`config.mk`:
```
export PLATFORM = sky130hd
export DESIGN_NAME = recharge_monitor
export DESIGN_NICKNAME = d
export VERILOG_FILES = /design/src/rtl/rrm_pkg.sv /design/src/rtl/rrm_regs.sv /design/src/rtl/rrm_timer.sv /design/src/rtl/rrm_history.sv /design/src/rtl/recharge_monitor.sv
export SDC_FILE = /design/constraint.sdc
export NUM_CORES = 1
export LEC_CHECK = 0
export BUFFER_PORTS_ARGS = -buffer_cell sky130_fd_sc_hd__buf_4
export CAP_MARGIN = 20
export CORE_MARGIN = 8
export CORE_UTILIZATION = 50
export CTS_BUF_LIST = sky130_fd_sc_hd__clkbuf_16
export DETAILED_ROUTE_END_ITERATION = 10
export PLACE_DENSITY = 0.73
export SLEW_MARGIN = 20
export SYNTH_ARGS = -nofsm -noshare
export SYNTH_HDL_FRONTEND = slang
export SYNTH_HIERARCHICAL = 1
export SYNTH_SLANG_ARGS = --single-unit
```
`constraint.sdc`:
```
create_clock -name clk -period 4.59 [get_ports clk]
set_input_delay 1.377 -clock clk [delete_from_list [all_inputs] [get_ports clk]]
set_output_delay 1.377 -clock clk [all_outputs]
set_load 0.05 [all_outputs]
```
`src/rtl/rrm_pkg.sv`:
```
// Shared types and constants for the recharge interval monitor.
// Assumes the mantissa/exponent widths give intervals below 2**SPAN_W.
package rrm_pkg;
    localparam int MANT_W = 5;
    localparam int EXP_W  = 3;
    localparam int HIST_W = 4;
    localparam int SPAN_W = 16;
    localparam int IVL_W  = MANT_W + (1 << EXP_W);
    localparam int CFG_W  = 2 + 2 * (MANT_W + EXP_W);

    typedef enum logic [1:0] {
        MODE_OFF    = 2'b00,
        MODE_STATIC = 2'b01,
        MODE_ADAPT  = 2'b10,
        MODE_CMP    = 2'b11
    } rmode_e;

    typedef struct packed {
        logic [EXP_W-1:0]  max_e;
        logic [MANT_W-1:0] max_m;
        logic [EXP_W-1:0]  per_e;
        logic [MANT_W-1:0] per_m;
        rmode_e            mode;
    } cfg_t;

    // Interval in ticks: (mantissa + 1) << exponent.
    function automatic logic [IVL_W-1:0] ivl_of(input logic [MANT_W-1:0] m,
                                                 input logic [EXP_W-1:0] e);
        logic [IVL_W-1:0] t;
        t = IVL_W'(m) + IVL_W'(1);
        return t << e;
    endfunction
endpackage

```
`src/rtl/rrm_regs.sv`:
```
// Register port: holds the configuration word, decodes writes and builds
// read data. Assumes single-cycle writes and combinational reads.
module rrm_regs
    import rrm_pkg::*;
#(
    parameter int ADDR_W = 2,
    parameter int DATA_W = 32
) (
    input  logic              clk,
    input  logic              rst_n,
    input  logic              reg_we,
    input  logic [ADDR_W-1:0] reg_addr,
    input  logic [DATA_W-1:0] reg_wdata,
    input  logic [SPAN_W-1:0] max_used,
    input  logic [HIST_W-1:0] hist,
    output cfg_t              cfg,
    output logic              cfg_wr,
    output logic              stat_wr,
    output logic [DATA_W-1:0] reg_rdata
);
    localparam logic [ADDR_W-1:0] CFG_ADDR  = ADDR_W'(0);
    localparam logic [ADDR_W-1:0] STAT_ADDR = ADDR_W'(1);
    localparam int STAT_W = SPAN_W + HIST_W;

    cfg_t cfg_q;

    // Write decode for both registers.
    always_comb begin
        cfg_wr  = reg_we && (reg_addr == CFG_ADDR);
        stat_wr = reg_we && (reg_addr == STAT_ADDR);
    end

    // Configuration storage.
    always_ff @(posedge clk) begin
        if (!rst_n)      cfg_q <= '0;
        else if (cfg_wr) cfg_q <= cfg_t'(reg_wdata[CFG_W-1:0]);
    end

    assign cfg = cfg_q;

    // Read data multiplexer.
    always_comb begin
        reg_rdata = '0;
        if (reg_addr == CFG_ADDR)       reg_rdata[CFG_W-1:0]  = cfg_q;
        else if (reg_addr == STAT_ADDR) reg_rdata[STAT_W-1:0] = {hist, max_used};
    end
endmodule

```
`src/rtl/rrm_timer.sv`:
```
// Recharge scheduler: a saturating tick counter, the adaptive interval and
// the mode-dependent fire decision. A configuration write restarts the counter
// and blocks a fire on that edge. The pulse output is registered.
module rrm_timer
    import rrm_pkg::*;
(
    input  logic              clk,
    input  logic              rst_n,
    input  cfg_t              cfg,
    input  logic              cfg_wr,
    input  logic              cmp_req,
    input  logic              rail_ok_i,
    output logic              fire,
    output logic [SPAN_W-1:0] span,
    output logic              recharge_o
);
    localparam logic [SPAN_W-1:0] SPAN_TOP = '1;

    logic [SPAN_W-1:0] cnt_q;
    logic [IVL_W-1:0]  cur_q;
    logic              fresh_q;
    logic              pulse_q;
    logic [IVL_W-1:0]  base_ivl, max_ivl, eff_ivl, next_ivl;
    logic [IVL_W:0]    dbl_ivl;
    logic              hit;

    // Intervals from the configuration, and the one in force now.
    always_comb begin
        base_ivl = ivl_of(cfg.per_m, cfg.per_e);
        max_ivl  = ivl_of(cfg.max_m, cfg.max_e);
        eff_ivl  = (cfg.mode == MODE_ADAPT && !fresh_q) ? cur_q : base_ivl;
        hit      = ({1'b0, cnt_q} + 1'b1) >= (SPAN_W + 1)'(eff_ivl);
    end

    // Fire decision per mode.
    always_comb begin
        unique case (cfg.mode)
            MODE_STATIC, MODE_ADAPT: fire = hit;
            MODE_CMP:                fire = cmp_req;
            default:                 fire = 1'b0;
        endcase
        if (cfg_wr) fire = 1'b0;
    end

    // Span of the recharge that fires now, saturating.
    assign span = (cnt_q == SPAN_TOP) ? SPAN_TOP : cnt_q + 1'b1;

    // Next adaptive interval: double capped at the maximum, or half floored at 1.
    always_comb begin
        dbl_ivl = {eff_ivl, 1'b0};
        if (rail_ok_i)
            next_ivl = (dbl_ivl > (IVL_W + 1)'(max_ivl)) ? max_ivl : dbl_ivl[IVL_W-1:0];
        else
            next_ivl = (eff_ivl > IVL_W'(1)) ? (eff_ivl >> 1) : IVL_W'(1);
    end

    // Tick counter since the last recharge or configuration write.
    always_ff @(posedge clk) begin
        if (!rst_n || cfg_wr || fire) cnt_q <= '0;
        else if (cnt_q != SPAN_TOP)   cnt_q <= cnt_q + 1'b1;
    end

    // Adaptive interval state and reload flag.
    always_ff @(posedge clk) begin
        if (!rst_n) begin
            cur_q   <= IVL_W'(1);
            fresh_q <= 1'b1;
        end else if (cfg_wr) begin
            fresh_q <= 1'b1;
        end else if (fire) begin
            cur_q   <= next_ivl;
            fresh_q <= 1'b0;
        end
    end

    // Registered one-tick pulse.
    always_ff @(posedge clk) begin
        if (!rst_n) pulse_q <= 1'b0;
        else        pulse_q <= fire;
    end

    assign recharge_o = pulse_q;
endmodule

```
`src/rtl/rrm_history.sv`:
```
// Sample history and maximum healthy span. Both update only on a fire
// strobe. A status write clears the maximum and takes priority.
module rrm_history
    import rrm_pkg::*;
(
    input  logic              clk,
    input  logic              rst_n,
    input  logic              fire,
    input  logic              rail_ok_i,
    input  logic [SPAN_W-1:0] span,
    input  logic              stat_wr,
    output logic [HIST_W-1:0] hist,
    output logic [SPAN_W-1:0] max_used
);
    logic [HIST_W-1:0] hist_q;
    logic [SPAN_W-1:0] max_q;

    // One flop per history bit: bit 0 takes the sample, the others shift up.
    for (genvar i = 0; i < HIST_W; i++) begin : g_hist
        always_ff @(posedge clk) begin
            if (!rst_n)    hist_q[i] <= 1'b0;
            else if (fire) hist_q[i] <= (i == 0) ? rail_ok_i : hist_q[(i == 0) ? 0 : i - 1];
        end
    end

    // Longest healthy span, cleared by a status write.
    always_ff @(posedge clk) begin
        if (!rst_n || stat_wr)                         max_q <= '0;
        else if (fire && rail_ok_i && (span > max_q))  max_q <= span;
    end

    assign hist     = hist_q;
    assign max_used = max_q;
endmodule

```
`src/rtl/recharge_monitor.sv`:
```
// Top of the recharge interval monitor: register port, scheduler and
// history/maximum tracker. The clock is the 32 kHz tick itself.
module recharge_monitor
    import rrm_pkg::*;
#(
    parameter int ADDR_W = 2,
    parameter int DATA_W = 32
) (
    input  logic              clk,
    input  logic              rst_n,
    input  logic              reg_we,
    input  logic [ADDR_W-1:0] reg_addr,
    input  logic [DATA_W-1:0] reg_wdata,
    output logic [DATA_W-1:0] reg_rdata,
    input  logic              cmp_req,
    input  logic              rail_ok_i,
    output logic              recharge_o
);
    cfg_t              cfg;
    logic              cfg_wr, stat_wr, fire;
    logic [SPAN_W-1:0] span, max_used;
    logic [HIST_W-1:0] hist;

    rrm_regs #(.ADDR_W(ADDR_W), .DATA_W(DATA_W)) regs_i (
        .clk(clk), .rst_n(rst_n), .reg_we(reg_we), .reg_addr(reg_addr),
        .reg_wdata(reg_wdata), .max_used(max_used), .hist(hist), .cfg(cfg),
        .cfg_wr(cfg_wr), .stat_wr(stat_wr), .reg_rdata(reg_rdata)
    );

    rrm_timer timer_i (
        .clk(clk), .rst_n(rst_n), .cfg(cfg), .cfg_wr(cfg_wr), .cmp_req(cmp_req),
        .rail_ok_i(rail_ok_i), .fire(fire), .span(span), .recharge_o(recharge_o)
    );

    rrm_history hist_i (
        .clk(clk), .rst_n(rst_n), .fire(fire), .rail_ok_i(rail_ok_i), .span(span),
        .stat_wr(stat_wr), .hist(hist), .max_used(max_used)
    );
endmodule

```
==> Yosys cells after proc, flatten, opt, wreduce, memory -nomap -nowiden <==
Index checks and enable logic that the tools add are counted.
W data, S select, Z words.
{ "op_classes": {"eq_ne": 6, "n_lt_le_gt_ge": 4, "n_shift": 2, "n_addsub": 4, "bitwise": 2, "n_reduce_logical": 14, "mux": 10} }
{ "op_table": {"columns": ["op", "n"], "rows": [
  ["$mux W13", 3],
  ["$shl A13 B3 Y13", 2],
  ["$mux W20", 1],
  ["$mux W18", 1],
  ["$add A16 B1 Y17 const B", 1],
  ["$ge A17 B13 Y1", 1],
  ["$add A16 B1 Y16 const B", 1],
  ["$eq A16 B16 Y1 const B", 1],
  ["$gt A16 B16 Y1", 1],
  ["$mux W16", 1],
  ["$ne A16 B16 Y1 const B", 1],
  ["$gt A14 B13 Y1", 1],
  ["$gt A13 B1 Y1 const B", 1],
  ["$add A5 B1 Y6 const B", 2],
  ["$mux W12", 1],
  ["$logic_and A1 B1 Y1", 5],
  ["$eq A2 B1 Y1 const B", 2],
  ["$eq A2 B2 Y1 const B", 2],
  ["$reduce_or A2 Y1", 2],
  ["$logic_or A1 B1 Y1", 3],
  ["$logic_not A1 Y1", 2],
  ["$logic_not A2 Y1", 1],
  ["$mux W2", 1],
  ["$not A1 Y1", 2],
  ["other kinds (3)", 3]
]} }
{ "totals": {"input_bits": 39, "regBits": 69, "out_inout_bits": 33, "elab_cells": 56} }

==> Logic depth before layout (Yosys ltp) <==
{ "depth": {"ltp_word": 8, "mapped_depth": 23, "mapped_depth_nobuf": 19} }

==> Cells and area by module <==
Netlist, hierarchy kept.
{ "by_module_without_submodules": {"columns": ["module", "n_inst", "area_per_inst_um2", "seq_area_each_um2", "cells_per_inst"], "rows": [
  ["rrm_timer", 1, 3626.0, 620.6, 470],
  ["rrm_history", 1, 1290.0, 400.4, 130],
  ["rrm_regs", 1, 1138.6, 360.3, 136]
]} }

==> Worst setup path after synthesis <==
OpenSTA, ideal clock, no wires.
{ "synth_path": {"path_type": "register -> register", "start": "reg regs_i.cfg_q (netlist bit regs_i/cfg[2])", "end": "reg hist_i.max_q[10], in the netlist hist_i/max_used[10]", "setup_ps": 89, "path_stages_with_launch": 23, "slack_ps": 272, "arrival_time_ps": 4229, "n_path_buf": 4, "synth_period_minus_slack_ps": 4318, "t_required_ps": 4501, "path_cell_list": "dfxtp_1 ha_1 and3_1 clkbuf_1 nor4b_1 nor4_1 a211o_1 and2_1 ha_1 nand4_1 or2_2 inv_1 nand4_1 a31oi_1 a41oi_4 inv_4 buf_6 and2_1 o41a_1 buf_6 clkbuf_1 nand3_1 o32ai_2"} }
{ "synth_between": {"elab_chain_cells": 8} }
{ "synth_rtl": {"columns": ["element", "line", "rtl"], "rows": [
  ["start: declaration", "rrm_regs.sv:25", "cfg_t cfg_q;"],
  ["start signal: assignment", "rrm_regs.sv:36", "else if (cfg_wr) cfg_q <= cfg_t'(reg_wdata[CFG_W-1:0]);"],
  ["$add A5 B1 Y6", "rrm_pkg.sv:30", "t = IVL_W'(m) + IVL_W'(1);"],
  ["$shl A13 B3 Y13", "rrm_pkg.sv:31", "return t << e;"],
  ["$mux W13", "rrm_timer.sv:31", "eff_ivl = (cfg.mode == MODE_ADAPT && !fresh_q) ? cur_q : base_ivl;"],
  ["$ge A17 B13 Y1", "rrm_timer.sv:32", "hit = ({1'b0, cnt_q} + 1'b1) >= (SPAN_W + 1)'(eff_ivl);"],
  ["$pmux W1 S2", "rrm_timer.sv:37", "unique case (cfg.mode)"],
  ["$mux W1", "rrm_timer.sv:42", "if (cfg_wr) fire = 1'b0;"],
  ["net fire", "recharge_monitor.sv:20", "logic cfg_wr, stat_wr, fire;"],
  ["$logic_and A1 B1 Y1 (2 in series)", "rrm_history.sv:29", "else if (fire && rail_ok_i && (span > max_q)) max_q <= span;"],
  ["end signal: assignment", "rrm_history.sv:29", null],
  ["end: declaration", "rrm_history.sv:16", "logic [SPAN_W-1:0] max_q;"]
]} }
The timed path passes the listed nets, and every way through them passes these cells.
A chain may end at the register's enable or synchronous reset.

==> Worst setup path in the final report <==
{ "layout_path": {"start": "reg regs_i.cfg_q (netlist bit regs_i/cfg[4])", "end": "reg hist_i.max_q[3], in the netlist hist_i/max_used[3]"} }
Same word-level chain as after synthesis.

==> flow_metrics.tcl <==
set metrics [dict create \
    status "finished clean" \
    cts_made_buffers 9 \
    timing.rr.end "hist_i/max_used[3]" \
    critPathLaunch "regs_i/cfg[4]" \
    yosys_most_used_dff "dfxtp_1" \
    cts_tree "yes" \
    num_rows 40 \
    gp_congestion 0.949 \
    io_pins 72 \
    area_delta_synth_final_pct 11.4 \
    drtIter0Drc 522 \
    htreeDepth 3 \
    via_per_inst 6.30 \
    fp.dieH_um 126 \
    grt_setup_unrepaired "false" \
    drv_slew 0 \
    cts_resized 0 \
    clk_latency_ns 0.34 \
    clk_pin_slew_ns 0.06 \
    finalHoldViolCount 0 \
    p_leak_nw 2.82 \
    clock-root-buffer "clkbuf_16" \
    dpl.hpwl_um 13500 \
    criticalPathCategory "reg2reg" \
    antenna_found_initial 0 \
    antenna_cells 0 \
    reg2reg_from "regs_i/cfg[4]" \
    postCtsSetupRepairBufs 0 \
    required_ns 4.82 \
    cap_violations 0 \
    drc 0 \
    finalCriticalPeriod_ns 4.35 \
    synth_area_mm2 0.00605 \
    clock_skew_ns 0.00568 \
    synth_simple_gate_area_share_pct 26.1 \
    initial_core_util_pct 50.8 \
    cp.arrival_ns 4.58 \
    portBuffers 45 \
    power_density_mw_per_mm2 268 \
    ys_warn_count 6 \
    ir_drop_mv 0.148 \
    wl_um 17800 \
    fp.dieArea_mm2 0.0159 \
    muxShareOfSynthArea_pct 11.0 \
    fin_setup_tns_ns 0 \
    fmax_mhz 230 \
    syn_avg_cell_area_um2 8.23 \
    clk_path_buf_depth 2 \
    worst-slew-pin-transition_ns 0.866 \
    hold_path_class "reg2reg" \
    fin_util_pct 56.6 \
    globalRouteTotalUtil_pct 21.8 \
    synth_compound_area_share_pct 19.3 \
    postCtsHoldBufs 0 \
    yosysSeqAreaShare_pct 22.8 \
    synth-xor-area-share_pct 3.04 \
    dr.pass1.iters 7 \
    report.final.setup_viol 0 \
    synth_fa_ha_area_share_pct 9.28 \
    postSynthCellCount 736 \
    gr-total-overflow 0 \
    synth_top_family_by_area "simple AND/OR/NAND/NOR gates" \
    start_kind "flip-flop" \
    grt_pass1_vias 5555 \
    maxSlewHeadroom_pct 42.2 \
    wl_per_cell_um 19.5 \
    rr_worst_depth 17 \
    synth_edf_count 0 \
    ys_ff_latch 69 \
    min_period_over_period_pct 94.8 \
    critPathMaxFanout 15 \
    grt_pass1_wl_um 28200 \
    synth-async-reset-ratio_pct 0 \
    yosysUniqueCellTypes 83 \
    clkSinkCount 69 \
    fin_nets 845 \
    antenna_left 0 \
    grt_max_degree 47 \
    core_mm2 0.0119 \
    num_vias 5759 \
    drive_above_1_share_pct 15.6 \
    reg2reg_slack_ns 0.24 \
    cp-end-kind "flip-flop" \
    endpoint "hist_i/max_used[3]" \
    die_w_um 126 \
]
[how the worst min path moves through the flow]
stage,start,to,slack [ns],cells past startpoint
floorplan,timer_i/cur_q[8],timer_i/cur_q[8],0.43,2
global placement,timer_i/cur_q[7],timer_i/cur_q[7],0.45,2
detailed placement,timer_i/cur_q[4],timer_i/cur_q[4],0.46,2
CTS,timer_i/cur_q[7],timer_i/cur_q[7],0.47,2
global route,timer_i/cur_q[6],timer_i/cur_q[6],0.49,2
finish,timer_i/cur_q[9],timer_i/cur_q[9],0.47,2
[stage by stage]
| step | instance area [um2] | worst slack [ns] | instances | hold slack [ns] | power, mW |
|---|---|---|---|---|---|
| detailed placement | 6400 | 0.260 | 898 | 0.458 | 1.01 |
| global route | 6750 | 0.0218 | 914 | 0.492 | 1.88 |
| CTS | 6740 | 0.203 | 914 | 0.470 | 1.81 |
| floorplan | 6100 | 0.272 | 747 | 0.435 | 0.925 |
| global placement | 6400 | 0.331 | 898 | 0.445 | 0.998 |
| finish | 6750 | 0.238 | 914 | 0.467 | 1.81 |
[worst max-delay path, cell delays in order (launching register included)]
cell,delay (ns)
dfxtp_1,0.51
and3_1,0.33
mux2i_1,0.37
nand2_1,0.18
o211ai_1,0.48
inv_1,0.09
ha_1,0.31
a21o_1,0.19
a21oi_1,0.16
o221ai_1,0.14
a21oi_1,0.18
a31oi_1,0.15
a41oi_4,0.27
inv_4,0.04
and2_1,0.17
o41a_1,0.16
o31a_4,0.22
o32ai_1,0.29
[sequential cells by signal, indices dropped and copies added, names as in the netlist]
register and cells:
timer_i/cnt_q 16, timer_i/fresh_q 1, timer_i/cur_q 13, hist_i/hist 4
hist_i/max_used 16, timer_i/recharge_o 1, regs_i/cfg 18
[cells by family after synthesis]
kind of cell / after synthesis
AND/OR/NAND/NOR: 295
AO/OA/AOI/OAI: 139
buffers and inverters: 101
flip-flops: 69
multiplexers: 65
adder cells (fa/ha/maj): 45
XOR/XNOR: 21
other: 1
[power by group]
part	leakage, nW	total (mW)	internal [mW]	switching (mW)
Clock	0.165	0.805	0.529	0.276
Sequential	0.559	0.628	0.608	0.0209
Combinational	2.09	0.377	0.147	0.230
Total	2.82	1.81	1.28	0.528
[metal layers]
layer | share of wire [%] | vias to the layer above | GRT usage [%]
li1 | - | 2720 | -
met5 | 0 | - | 0
met3 | 7.7 | 46 | 4.60
met2 | 46 | 276 | 35.1
met4 | 3.0 | 0 | 9.27
met1 | 44 | 2717 | 27.7
[cell usage in the layout, fill, tap and decap left out, drive strengths merged, types with 6 or more instances in the layout]
| cell | count |
|---|---|
| or3 | 7 |
| xor2 | 8 |
| a21oi | 21 |
| dfxtp | 69 |
| inv | 44 |
| ha | 44 |
| nand4 | 13 |
| o32ai | 15 |
| xnor2 | 13 |
| a31oi | 8 |
| nor3b | 17 |
| buf | 62 |
| and3 | 7 |
| nor3 | 14 |
| conb | 12 |
| a21o | 7 |
| clkbuf | 9 |
| or2 | 6 |
| nand2 | 83 |
| nand2b | 20 |
| o211ai | 15 |
| mux2i | 62 |
| nand3 | 41 |
| nor2 | 47 |
| o21ai | 12 |
| nor2b | 14 |
| o2111ai | 6 |
| nor4 | 6 |
[synthesized netlist by cell type (4+ instances only)]
| cell type | number | area [um2] |
|---|---|---|
| a211o_1 | 4 | 35.0 |
| a21o_1 | 7 | 52.6 |
| a21oi_1 | 21 | 105 |
| a31oi_1 | 8 | 50.1 |
| and2_1 | 5 | 31.3 |
| and3_1 | 7 | 43.8 |
| buf_2 | 14 | 70.1 |
| buf_4 | 12 | 90.1 |
| buf_6 | 7 | 78.8 |
| clkbuf_1 | 21 | 78.8 |
| dfxtp_1 | 69 | 1380 |
| ha_1 | 44 | 551 |
| inv_1 | 40 | 150 |
| mux2i_1 | 62 | 621 |
| nand2_1 | 83 | 312 |
| nand2b_1 | 20 | 125 |
| nand3_1 | 41 | 205 |
| nand4_1 | 11 | 68.8 |
| nor2_1 | 47 | 176 |
| nor2b_1 | 14 | 87.6 |
| nor3_1 | 12 | 60.1 |
| nor3b_1 | 8 | 60.1 |
| nor3b_2 | 9 | 113 |
| nor4_1 | 6 | 37.5 |
| o2111ai_1 | 6 | 52.6 |
| o211ai_1 | 14 | 105 |
| o21ai_0 | 10 | 50.1 |
| o22ai_1 | 4 | 25.0 |
| o32ai_1 | 5 | 43.8 |
| o32ai_2 | 9 | 146 |
| or2_2 | 4 | 25.0 |
| or3_1 | 7 | 43.8 |
| or4_1 | 4 | 30.0 |
| xnor2_1 | 13 | 114 |
| xor2_1 | 8 | 70.1 |
[area by class of cell]
| cell class | instances | area, um2 |
|---|---|---|
| tap | 147 | 184 |
| fill | 1087 | 5170 |
| timing repair buffer | 62 | 465 |
| clock buffer | 9 | 225 |
| multi-input combinational | 577 | 4210 |
| inverter | 43 | 164 |
| clock inverter | 7 | 114 |
| sequential | 69 | 1390 |
Power figures use the tool's default switching activity.
